### config.mk
export PLATFORM = sky130hd
export DESIGN_NAME = gpio_port
export DESIGN_NICKNAME = d
export VERILOG_FILES = /design/src/rtl/gpio_port_pkg.sv /design/src/rtl/gpio_port_ctrl.sv /design/src/rtl/gpio_port_dp.sv /design/src/rtl/gpio_port.sv
export SDC_FILE = /design/constraint.sdc
export NUM_CORES = 1
export LEC_CHECK = 0
export BUFFER_PORTS_ARGS = -buffer_cell sky130_fd_sc_hd__buf_2
export CAP_MARGIN = 20
export CORE_AREA = 2 2 184 186
export DETAILED_ROUTE_END_ITERATION = 10
export DIE_AREA = 0 0 186 188
export GPL_TIMING_DRIVEN = 0
export HOLD_SLACK_MARGIN = 0.03
export PLACE_DENSITY_LB_ADDON = 0.05
export SYNTH_ARGS = -nofsm -noshare
export SYNTH_HDL_FRONTEND = slang
export SYNTH_SLANG_ARGS = --single-unit
### constraint.sdc
create_clock -name clk -period 1.76 [get_ports clk]
set_input_delay 0.088 -clock clk [delete_from_list [all_inputs] [get_ports clk]]
set_output_delay 0.088 -clock clk [all_outputs]
set_load 0.02 [all_outputs]
### src/rtl/gpio_port_pkg.sv
package gpio_port_pkg;

  typedef enum logic [3:0] {
    SEL_MODE,
    SEL_TYPE,
    SEL_SPEED,
    SEL_PULL,
    SEL_IDR,
    SEL_ODR,
    SEL_AFL,
    SEL_AFH,
    SEL_ZERO
  } rdSel_e;

  typedef struct packed {
    logic        wrMode;
    logic        wrType;
    logic        wrSpeed;
    logic        wrPull;
    logic        wrOdr;
    logic        wrBsr;
    logic        wrAfl;
    logic        wrAfh;
    logic        rdEn;
    rdSel_e      rdSel;
    logic [31:0] laneMask;
  } busStrobe_t;

endpackage

### src/rtl/gpio_port_ctrl.sv
module gpio_port_ctrl
  import gpio_port_pkg::*;
#(
  parameter int WADDR_W = 4,
  parameter int LANES   = 4
) (
  input  logic [WADDR_W-1:0] busWordAddr,
  input  logic [LANES-1:0]   busBe,
  input  logic               busWr,
  input  logic               busRd,
  output busStrobe_t         strb
);

  logic [8*LANES-1:0] laneMask;

  for (genvar g = 0; g < LANES; g++) begin : g_lane
    assign laneMask[8*g +: 8] = {8{busBe[g]}};
  end

  always_comb begin
    strb          = '0;
    strb.laneMask = laneMask;
    strb.rdEn     = busRd;
    strb.rdSel    = SEL_ZERO;
    case (busWordAddr)
      4'd0: begin strb.wrMode  = busWr; strb.rdSel = SEL_MODE;  end
      4'd1: begin strb.wrType  = busWr; strb.rdSel = SEL_TYPE;  end
      4'd2: begin strb.wrSpeed = busWr; strb.rdSel = SEL_SPEED; end
      4'd3: begin strb.wrPull  = busWr; strb.rdSel = SEL_PULL;  end
      4'd4: begin                       strb.rdSel = SEL_IDR;   end
      4'd5: begin strb.wrOdr   = busWr; strb.rdSel = SEL_ODR;   end
      4'd6: begin strb.wrBsr   = busWr; strb.rdSel = SEL_ZERO;  end
      4'd8: begin strb.wrAfl   = busWr; strb.rdSel = SEL_AFL;   end
      4'd9: begin strb.wrAfh   = busWr; strb.rdSel = SEL_AFH;   end
      default: strb.rdSel = SEL_ZERO;
    endcase
  end

endmodule

### src/rtl/gpio_port_dp.sv
module gpio_port_dp
  import gpio_port_pkg::*;
#(
  parameter int NPINS = 16,
  parameter int AFW   = 4
) (
  input  logic                 clk,
  input  logic                 rst_n,
  input  busStrobe_t           strb,
  input  logic [31:0]          busWdata,
  output logic [31:0]          busRdata,
  input  logic [NPINS-1:0]     pinIn,
  input  logic [NPINS-1:0]     afOut,
  output logic [NPINS-1:0]     pinOut,
  output logic [NPINS-1:0]     pinOe,
  output logic [NPINS-1:0]     pullUp,
  output logic [NPINS-1:0]     pullDown,
  output logic [2*NPINS-1:0]   padSpeed,
  output logic [NPINS*AFW-1:0] afSel
);

  localparam int MW    = 2 * NPINS;
  localparam int AFALL = NPINS * AFW;

  logic [MW-1:0]    modeQ, speedQ, pullQ;
  logic [NPINS-1:0] typeQ, odrQ, syncA, syncB, idrQ;
  logic [31:0]      afLoQ, afHiQ, rdataQ;
  logic [63:0]      afAll;
  logic [NPINS-1:0] setBits, clrBits, analogMask;
  logic [NPINS-1:0] wMaskLo;
  logic [MW-1:0]    wMaskMode;

  assign wMaskLo   = strb.laneMask[NPINS-1:0];
  assign wMaskMode = strb.laneMask[MW-1:0];
  assign setBits   = busWdata[NPINS-1:0] & strb.laneMask[NPINS-1:0];
  assign clrBits   = busWdata[16 +: NPINS] & strb.laneMask[16 +: NPINS];

  // configuration registers with byte-lane merge
  always_ff @(posedge clk) begin
    if (!rst_n) begin
      modeQ  <= '0;
      typeQ  <= '0;
      speedQ <= '0;
      pullQ  <= '0;
      afLoQ  <= '0;
      afHiQ  <= '0;
    end else begin
      if (strb.wrMode)  modeQ  <= (modeQ  & ~wMaskMode) | (busWdata[MW-1:0] & wMaskMode);
      if (strb.wrType)  typeQ  <= (typeQ  & ~wMaskLo)   | (busWdata[NPINS-1:0] & wMaskLo);
      if (strb.wrSpeed) speedQ <= (speedQ & ~wMaskMode) | (busWdata[MW-1:0] & wMaskMode);
      if (strb.wrPull)  pullQ  <= (pullQ  & ~wMaskMode) | (busWdata[MW-1:0] & wMaskMode);
      if (strb.wrAfl)   afLoQ  <= (afLoQ & ~strb.laneMask) | (busWdata & strb.laneMask);
      if (strb.wrAfh)   afHiQ  <= (afHiQ & ~strb.laneMask) | (busWdata & strb.laneMask);
    end
  end

  // output data: plain write or atomic set/clear, set dominating
  always_ff @(posedge clk) begin
    if (!rst_n) begin
      odrQ <= '0;
    end else if (strb.wrOdr) begin
      odrQ <= (odrQ & ~wMaskLo) | (busWdata[NPINS-1:0] & wMaskLo);
    end else if (strb.wrBsr) begin
      odrQ <= (odrQ & ~clrBits) | setBits;
    end
  end

  // two-stage synchronizer, then capture gated by analog mode
  always_ff @(posedge clk) begin
    if (!rst_n) begin
      syncA <= '0;
      syncB <= '0;
      idrQ  <= '0;
    end else begin
      syncA <= pinIn;
      syncB <= syncA;
      idrQ  <= syncB & ~analogMask;
    end
  end

  // per-pin drive logic
  for (genvar p = 0; p < NPINS; p++) begin : g_pin
    logic [1:0] pinMode, pinPull;
    logic       isOut, isAf, isAna, drvVal;
    assign pinMode       = modeQ[2*p +: 2];
    assign pinPull       = pullQ[2*p +: 2];
    assign isOut         = (pinMode == 2'b01);
    assign isAf          = (pinMode == 2'b10);
    assign isAna         = (pinMode == 2'b11);
    assign drvVal        = isOut ? odrQ[p] : (isAf ? afOut[p] : 1'b0);
    assign analogMask[p] = isAna;
    assign pinOut[p]     = drvVal;
    assign pinOe[p]      = (isOut | isAf) & (~typeQ[p] | ~drvVal);
    assign pullUp[p]     = ~isAna & (pinPull == 2'b01);
    assign pullDown[p]   = ~isAna & (pinPull == 2'b10);
  end

  assign afAll    = {afHiQ, afLoQ};
  assign afSel    = afAll[AFALL-1:0];
  assign padSpeed = speedQ;

  // registered read port
  always_ff @(posedge clk) begin
    if (!rst_n) begin
      rdataQ <= '0;
    end else if (strb.rdEn) begin
      case (strb.rdSel)
        SEL_MODE:  rdataQ <= 32'(modeQ);
        SEL_TYPE:  rdataQ <= 32'(typeQ);
        SEL_SPEED: rdataQ <= 32'(speedQ);
        SEL_PULL:  rdataQ <= 32'(pullQ);
        SEL_IDR:   rdataQ <= 32'(idrQ);
        SEL_ODR:   rdataQ <= 32'(odrQ);
        SEL_AFL:   rdataQ <= afLoQ;
        SEL_AFH:   rdataQ <= afHiQ;
        default:   rdataQ <= '0;
      endcase
    end
  end

  assign busRdata = rdataQ;

  // every set bit of an atomic write lands as 1
  assert_bsr_set_wins_R4: assert property (@(posedge clk) disable iff (!rst_n)
    strb.wrBsr |=> ((odrQ & $past(setBits)) == $past(setBits)));

  // clear-only bits of an atomic write land as 0
  assert_bsr_clear_R5: assert property (@(posedge clk) disable iff (!rst_n)
    strb.wrBsr |=> ((odrQ & $past(clrBits & ~setBits)) == '0));

  // the atomic word reads back as zero
  assert_bsr_reads_zero_R4: assert property (@(posedge clk) disable iff (!rst_n)
    (strb.rdEn && strb.rdSel == SEL_ZERO) |=> (busRdata == '0));

  // an open-drain pin never actively drives a 1
  assert_od_release_R6: assert property (@(posedge clk) disable iff (!rst_n)
    ((pinOe & typeQ & pinOut) == '0));

  // analog pins read 0 once their mode has settled
  assert_analog_quiet_R7: assert property (@(posedge clk) disable iff (!rst_n)
    $stable(modeQ) |-> ((idrQ & analogMask) == '0));

  // never both pulls on the same pin
  assert_pull_excl_R9: assert property (@(posedge clk) disable iff (!rst_n)
    ((pullUp & pullDown) == '0));

  // read data holds when no read is issued
  assert_rdata_hold_R13: assert property (@(posedge clk) disable iff (!rst_n)
    !strb.rdEn |=> $stable(busRdata));

endmodule

### src/rtl/gpio_port.sv
module gpio_port
  import gpio_port_pkg::*;
#(
  parameter int NPINS   = 16,
  parameter int AFW     = 4,
  parameter int WADDR_W = 4
) (
  input  logic                 clk,
  input  logic                 rst_n,
  input  logic [WADDR_W-1:0]   busWordAddr,
  input  logic [31:0]          busWdata,
  input  logic [3:0]           busBe,
  input  logic                 busWr,
  input  logic                 busRd,
  output logic [31:0]          busRdata,
  input  logic [NPINS-1:0]     pinIn,
  input  logic [NPINS-1:0]     afOut,
  output logic [NPINS-1:0]     pinOut,
  output logic [NPINS-1:0]     pinOe,
  output logic [NPINS-1:0]     pullUp,
  output logic [NPINS-1:0]     pullDown,
  output logic [2*NPINS-1:0]   padSpeed,
  output logic [NPINS*AFW-1:0] afSel
);

  busStrobe_t strb;

  gpio_port_ctrl #(.WADDR_W(WADDR_W), .LANES(4)) u_ctrl (
    .busWordAddr(busWordAddr),
    .busBe      (busBe),
    .busWr      (busWr),
    .busRd      (busRd),
    .strb       (strb)
  );

  gpio_port_dp #(.NPINS(NPINS), .AFW(AFW)) u_dp (
    .clk     (clk),
    .rst_n   (rst_n),
    .strb    (strb),
    .busWdata(busWdata),
    .busRdata(busRdata),
    .pinIn   (pinIn),
    .afOut   (afOut),
    .pinOut  (pinOut),
    .pinOe   (pinOe),
    .pullUp  (pullUp),
    .pullDown(pullDown),
    .padSpeed(padSpeed),
    .afSel   (afSel)
  );

endmodule

==> results.py, run 1 <==
metrics = {
    "run_status": {
        "status": "complete, no violations",
    },
    "timing": {
        "setup_viol": 0,
        "drv_slew": 0,
        "max-slew-margin-rel_pct": 33.0,
        "min_period_ns": 1.73,
        "min_period_over_period_pct": 98.4,
        "hold_viol_final": 0,
        "rsz0062_at_grt": "true",
        "max_freq_mhz": 577,
        "finalClockSkew_ns": 0.0230,
        "tightest_slew_ns": 1.01,
    },
    "cts": {
        "clock_sinks": 272,
        "cts_made_buffers": 34,
        "clk_latency_ns": 0.52,
        "cts.clk_slew.worst_paths_ns": 0.06,
        "clock_path_buffers": 3,
        "tritoncts": "yes",
        "htree_levels": 2,
        "cts_root_buf": "clkbuf_16",
    },
    "yosys": {
        "synth-seq-area-share_pct": 41.9,
        "synth_cells": 1415,
        "ys_warn_count": 0,
        "synth-main-ff-cell": "dfxtp_1",
        "avgSynthCellArea_um2": 9.19,
        "ys_ff_latch": 272,
        "async_flop_share_pct": 0,
        "synth_cell_types": 63,
        "netlist_area_mm2": 0.0130,
        "synth_edf_count": 0,
        "syn_nets": 1539,
    },
    "finish": {
        "mostFrequentLayoutCell": "buf_2",
        "area_growth_pct": 27.9,
        "nets": 1894,
        "layout_common_cells": "268 x buf_2, 241 x dfxtp_1, 240 x nand2_1",
        "final_layout_size_suffix_gt1_share_pct": 25.6,
        "num_antenna_cells": 0,
        "finish.utilization_pct": 50.2,
    },
    "setup_path": {
        "cp.arrival_ns": 1.64,
        "worst_setup_path_end_kind": "output pin",
        "critical_path_class": "flip-flop to output pin",
        "startpoint_type": "flip-flop",
        "cp_data_required_time_ns": 1.67,
        "crit_fanout": 5,
        "ff2ff_setup_slack_ns": 0.32,
    },
    "global_routing": {
        "grt_first_pass_wirelength_um": 75200,
        "overflow": 0,
        "grt_pass1_vias": 11400,
        "antenna_found_initial": 2,
        "grt_usage_pct": 29.7,
        "grt_max_degree": 13,
    },
    "detailed_routing": {
        "drt_first_pass_iters": 5,
        "via_per_inst": 5.41,
        "drc": 0,
        "antenna_left": 0,
        "dr_total_vias": 12100,
        "wl_um": 53100,
        "drt_iter0_drc": 1212,
        "wire_per_inst_um": 23.7,
    },
    "floorplanning": {
        "die-area_mm2": 0.0350,
        "rows": 67,
        "dieWidth_um": 186,
        "pin_count": 268,
        "core_mm2": 0.0331,
        "initial_core_util_pct": 39.3,
        "dieHeight_um": 188,
    },
    "power": {
        "leakagePower_nw": 7.02,
        "p_per_area_mw_per_mm2": 841,
        "peakVddDrop_mv": 0.617,
        "power_w": 0.0140,
    },
    "placed_design": {
        "routabilityCongestion": 0.867,
        "port_buffers": 266,
        "dp.final_hpwl_um": 39300,
    },
    "hold_path": {
        "hold_path.class": "primary input to flip-flop",
    },
    "job": {
        "max-cap-violations": 0,
    },
}
## final timing paths
kind | startpoint | endpoint | depth (start not counted)
worst max-delay path | flip-flop | pinOe[6] | 6
worst min-delay path | busBe[0] | u_dp.odrQ[4] | 5
worst min register to register | u_dp.syncA[2] | u_dp.syncB[2] | 1
worst max register to register | flip-flop | u_dp.busRdata[30] | 4
## cells in the mapped netlist, drive strengths merged, types with 15 or more instances
cell    instances  area share (%)
dfxtp         272              42
nand2         241             7.0
a21boi        128             7.4
o21ai         114             4.4
mux2i          92             7.1
nor2b          73             3.6
buf            54             3.0
inv            49             1.4
clkbuf         48             1.4
ha             48             4.6
and2           38             1.8
nor3b          32             1.8
a21oi          28             1.1
a22o           26             1.8
nor2           24             1.7
a222oi         18             1.4
a22oi          18             1.0
o211ai         17            0.98
and3b          15             1.0
## worst max-delay path: stages (launching register included)
cell and delay [ns]:
dfxtp_4 0.38, inv_1 0.05, ha_1 0.20, nand2_1 0.09
o21ai_2 0.08, a21oi_2 0.16, buf_4 0.16
## layer usage
layer | GRT usage, % | routed length, um | vias up | part of all wire (%)
li1 | - | - | 5636 | -
met1 | 43.1 | 24300 | 5884 | 46
met2 | 44.9 | 23000 | 522 | 43
met3 | 5.30 | 4430 | 78 | 8.3
met4 | 8.33 | 1350 | 0 | 2.6
met5 | 0 | 0 | - | 0
## report_power, final
part           switching (W)  internal [W]
Combinational       0.000746      0.000408
Clock                0.00272       0.00383
Sequential         0.0000592       0.00622
Total                0.00353        0.0105
## per-stage QoR
| stage | hold slack (ns) | cells | TNS, ns | setup slack, ns | area (um2) |
|---|---|---|---|---|---|
| floorplan | 0.215 | 1415 | 0 | 0.410 | 13000 |
| global placement | 0.296 | 2129 | -31.59 | -0.799 | 14900 |
| detailed placement | 0.296 | 2130 | -21.14 | -0.477 | 14900 |
| CTS | 0.0982 | 2235 | 0 | 0.00106 | 16500 |
| global route | 0.153 | 2239 | -0.0455 | -0.0310 | 16600 |
| finish | 0.102 | 2239 | 0 | 0.0282 | 16600 |
## kinds of logic (layout without fill, tap and decap cells)
family | Yosys count | count (layout) | share of synthesized area [%]
flops | 272 | 272 | 41.9
compound gates | 378 | 378 | 19.8
mux | 97 | 97 | 7.81
fa+ha+maj | 48 | 48 | 4.62
buf+inv | 151 | 527 | 5.79
xor+xnor | 1 | 1 | 0.0674
simple gates | 468 | 468 | 20.0
## cell type report
| type | count | area (um2) |
|---|---|---|
| Inverter | 49 | 184 |
| Fill cell | 3323 | 16500 |
| Clock buffer | 51 | 976 |
| Clock inverter | 6 | 40.0 |
| Sequential cell | 272 | 5510 |
| Buffer | 102 | 569 |
| Timing Repair Buffer | 319 | 1890 |
| Multi-Input combinational cell | 992 | 6890 |
| Tap cell | 448 | 561 |
## what timing repair did
item                                    in CTS  in global routing
setup buffers                                0                  4
hold buffers                                48                  0
hold endpoints to repair                   205                  0
resized for setup                           52                 52
endpoints found under the setup margin      33                 44
pin swaps                                    6                 11
Power figures use the tool's default switching activity.
==> run 2: changes to the inputs <==
--- a/config.mk
+++ b/config.mk
@@ -12,7 +12,7 @@
 export DIE_AREA = 0 0 186 188
 export GPL_TIMING_DRIVEN = 0
 export HOLD_SLACK_MARGIN = 0.03
-export PLACE_DENSITY_LB_ADDON = 0.05
+export PLACE_DENSITY = 0.59
 export SYNTH_ARGS = -nofsm -noshare
 export SYNTH_HDL_FRONTEND = slang
 export SYNTH_SLANG_ARGS = --single-unit
==> results.py, run 2 (synthesis results as in run 1) <==
metrics = {
    "timing": {
        "max_freq_mhz": 565,
        "max-slew-margin-rel_pct": 37.7,
        "finalClockSkew_ns": 0.0104,
        "hold_viol_final": 0,
        "min_period_ns": 1.77,
        "rsz0062_at_grt": "true",
        "worst_slack_ns": -0.00952,
        "setup_viol": 2,
        "min_period_over_period_pct": 101,
        "drv_slew": 0,
        "tightest_slew_ns": 0.934,
        "fin_tns_setup_ns": -0.0187,
    },
    "detailed_routing": {
        "dr_total_vias": 12300,
        "via_per_inst": 5.49,
        "wire_per_inst_um": 23.2,
        "drc": 0,
        "wl_um": 52000,
        "drt_iter0_drc": 1256,
        "drt_first_pass_iters": 5,
        "antenna_left": 0,
    },
    "placed_design": {
        "dpl.cell_count": 2130,
        "port_buffers": 266,
        "dp.final_hpwl_um": 38400,
        "place_area_mm2": 0.0149,
        "routabilityCongestion": 0.904,
    },
    "job": {
        "max-cap-violations": 0,
    },
    "finish": {
        "multi_input_area_mm2": 0.00727,
        "fin_cells": 2242,
        "mostFrequentLayoutCell": "buf_2",
        "area_growth_pct": 31.6,
        "fill_cells": 3182,
        "nets": 1895,
        "regArea_mm2": 0.00555,
        "fin_area_mm2": 0.0171,
        "layout_common_cells": "260 x buf_2, 240 x dfxtp_1, 226 x nand2_1",
        "final_layout_size_suffix_gt1_share_pct": 29.4,
    },
    "global_routing": {
        "overflow": 0,
        "antenna_found_initial": 1,
        "grt_pass1_vias": 11400,
        "grt_first_pass_wirelength_um": 74600,
        "grt_usage_pct": 28.8,
        "grt_max_degree": 15,
    },
    "power": {
        "peakVddDrop_mv": 0.636,
        "leakagePower_nw": 7.20,
        "p_per_area_mw_per_mm2": 806,
    },
    "cts": {
        "tritoncts": "yes",
        "cts_root_buf": "clkbuf_16",
        "cts.clk_slew.worst_paths_ns": 0.06,
        "clk_latency_ns": 0.56,
        "htree_levels": 1,
        "clock_path_buffers": 3,
        "cts_made_buffers": 30,
        "clock_sinks": 272,
    },
    "floorplanning": {
        "die-area_mm2": 0.0350,
        "initial_core_util_pct": 39.3,
        "rows": 67,
        "pin_count": 268,
        "dieWidth_um": 186,
        "core_mm2": 0.0331,
        "dieHeight_um": 188,
    },
    "setup_path": {
        "ff2ff_setup_slack_ns": 0.34,
        "timing.rr.end": "u_dp.busRdata[30]",
        "critical_path_class": "flip-flop to output pin",
        "rr_worst_depth": 4,
        "worst_setup_path_end_kind": "output pin",
        "cp_data_required_time_ns": 1.67,
        "startpoint_type": "flip-flop",
        "crit_fanout": 5,
        "cp.arrival_ns": 1.68,
    },
    "run_status": {
        "status": "finished, violations left",
        "violations": "negative setup slack",
    },
    "hold_path": {
        "hold_path.class": "primary input to flip-flop",
        "hold_depth": 4,
        "min_from": "busWordAddr[3]",
        "min_to": "u_dp.busRdata[7]",
    },
}
run 2: through the flow:
step | worst slack [ns] | utilization (%) | hold slack [ns] | power, W
6_report | -0.00952 | 51.6 | 0.0667 | 0.0138
5_1_grt | -0.0331 | 51.6 | 0.0844 | 0.0141
4_1_cts | -0.0301 | 49.9 | 0.0483 | 0.0138
3_5_place_dp | -0.484 | 45.0 | 0.297 | 0.00745
3_3_place_gp | -0.569 | 45.0 | 0.298 | 0.00744
2_1_floorplan | 0.410 | - | 0.215 | 0.00693
run 2: worst max path at each step:
stage                               from           endpoint  slack, ns  cells after the start
after detailed placement  busWordAddr[3]   u_dp.busRdata[6]      -0.48                      6
after floorplan                flip-flop  u_dp.busRdata[30]       0.41                      4
after global placement    busWordAddr[1]  u_dp.busRdata[16]      -0.57                      6
after global routing           flip-flop           pinOe[1]      -0.03                      6
after CTS                      flip-flop           pinOe[6]      -0.03                      6
final                          flip-flop          pinOe[10]      -0.01                      6
run 2: worst max-delay path, stage by stage (launching register included):
cell and delay (ns):
dfxtp_4 0.39, inv_4 0.05, ha_4 0.17, nand2_2 0.08, o21ai_4 0.07, a21oi_2 0.22
buf_6 0.15
run 2: area by class of cell:
type	count	share of cell area, %
diodes	2	0.0293
plain buffers	102	3.33
clock buffers	44	5.17
clock inverters	9	0.585
inverters	49	1.13
multi-input cells	992	42.5
flip-flops and latches	272	32.4
well taps	448	3.28
repair buffers	324	11.5
run 2: per-layer routing:
layer	up-vias	part of all wire, %	GRT usage [%]
met2	627	45	44.7
met5	-	0.023	0
met3	91	8.8	4.54
met4	2	3.1	8.84
met1	5962	44	40.8
li1	5635	-	-
run 2: timing repair:
item	4_1_cts	5_1_grt
endpoints found under the hold margin	208	0
cloned	0	0
hold buffers	48	0
setup endpoints to repair	41	43
resized for setup	86	136
pin swaps	11	32
setup buffers	1	8
run 2: power breakdown:
part / total [W] / switching, W / internal (W) / leakage [nW]
combinational: 0.00116 / 0.000742 / 0.000415 / 4.50
sequential: 0.00626 / 0.0000597 / 0.00620 / 2.22
clock: 0.00637 / 0.00262 / 0.00374 / 0.482
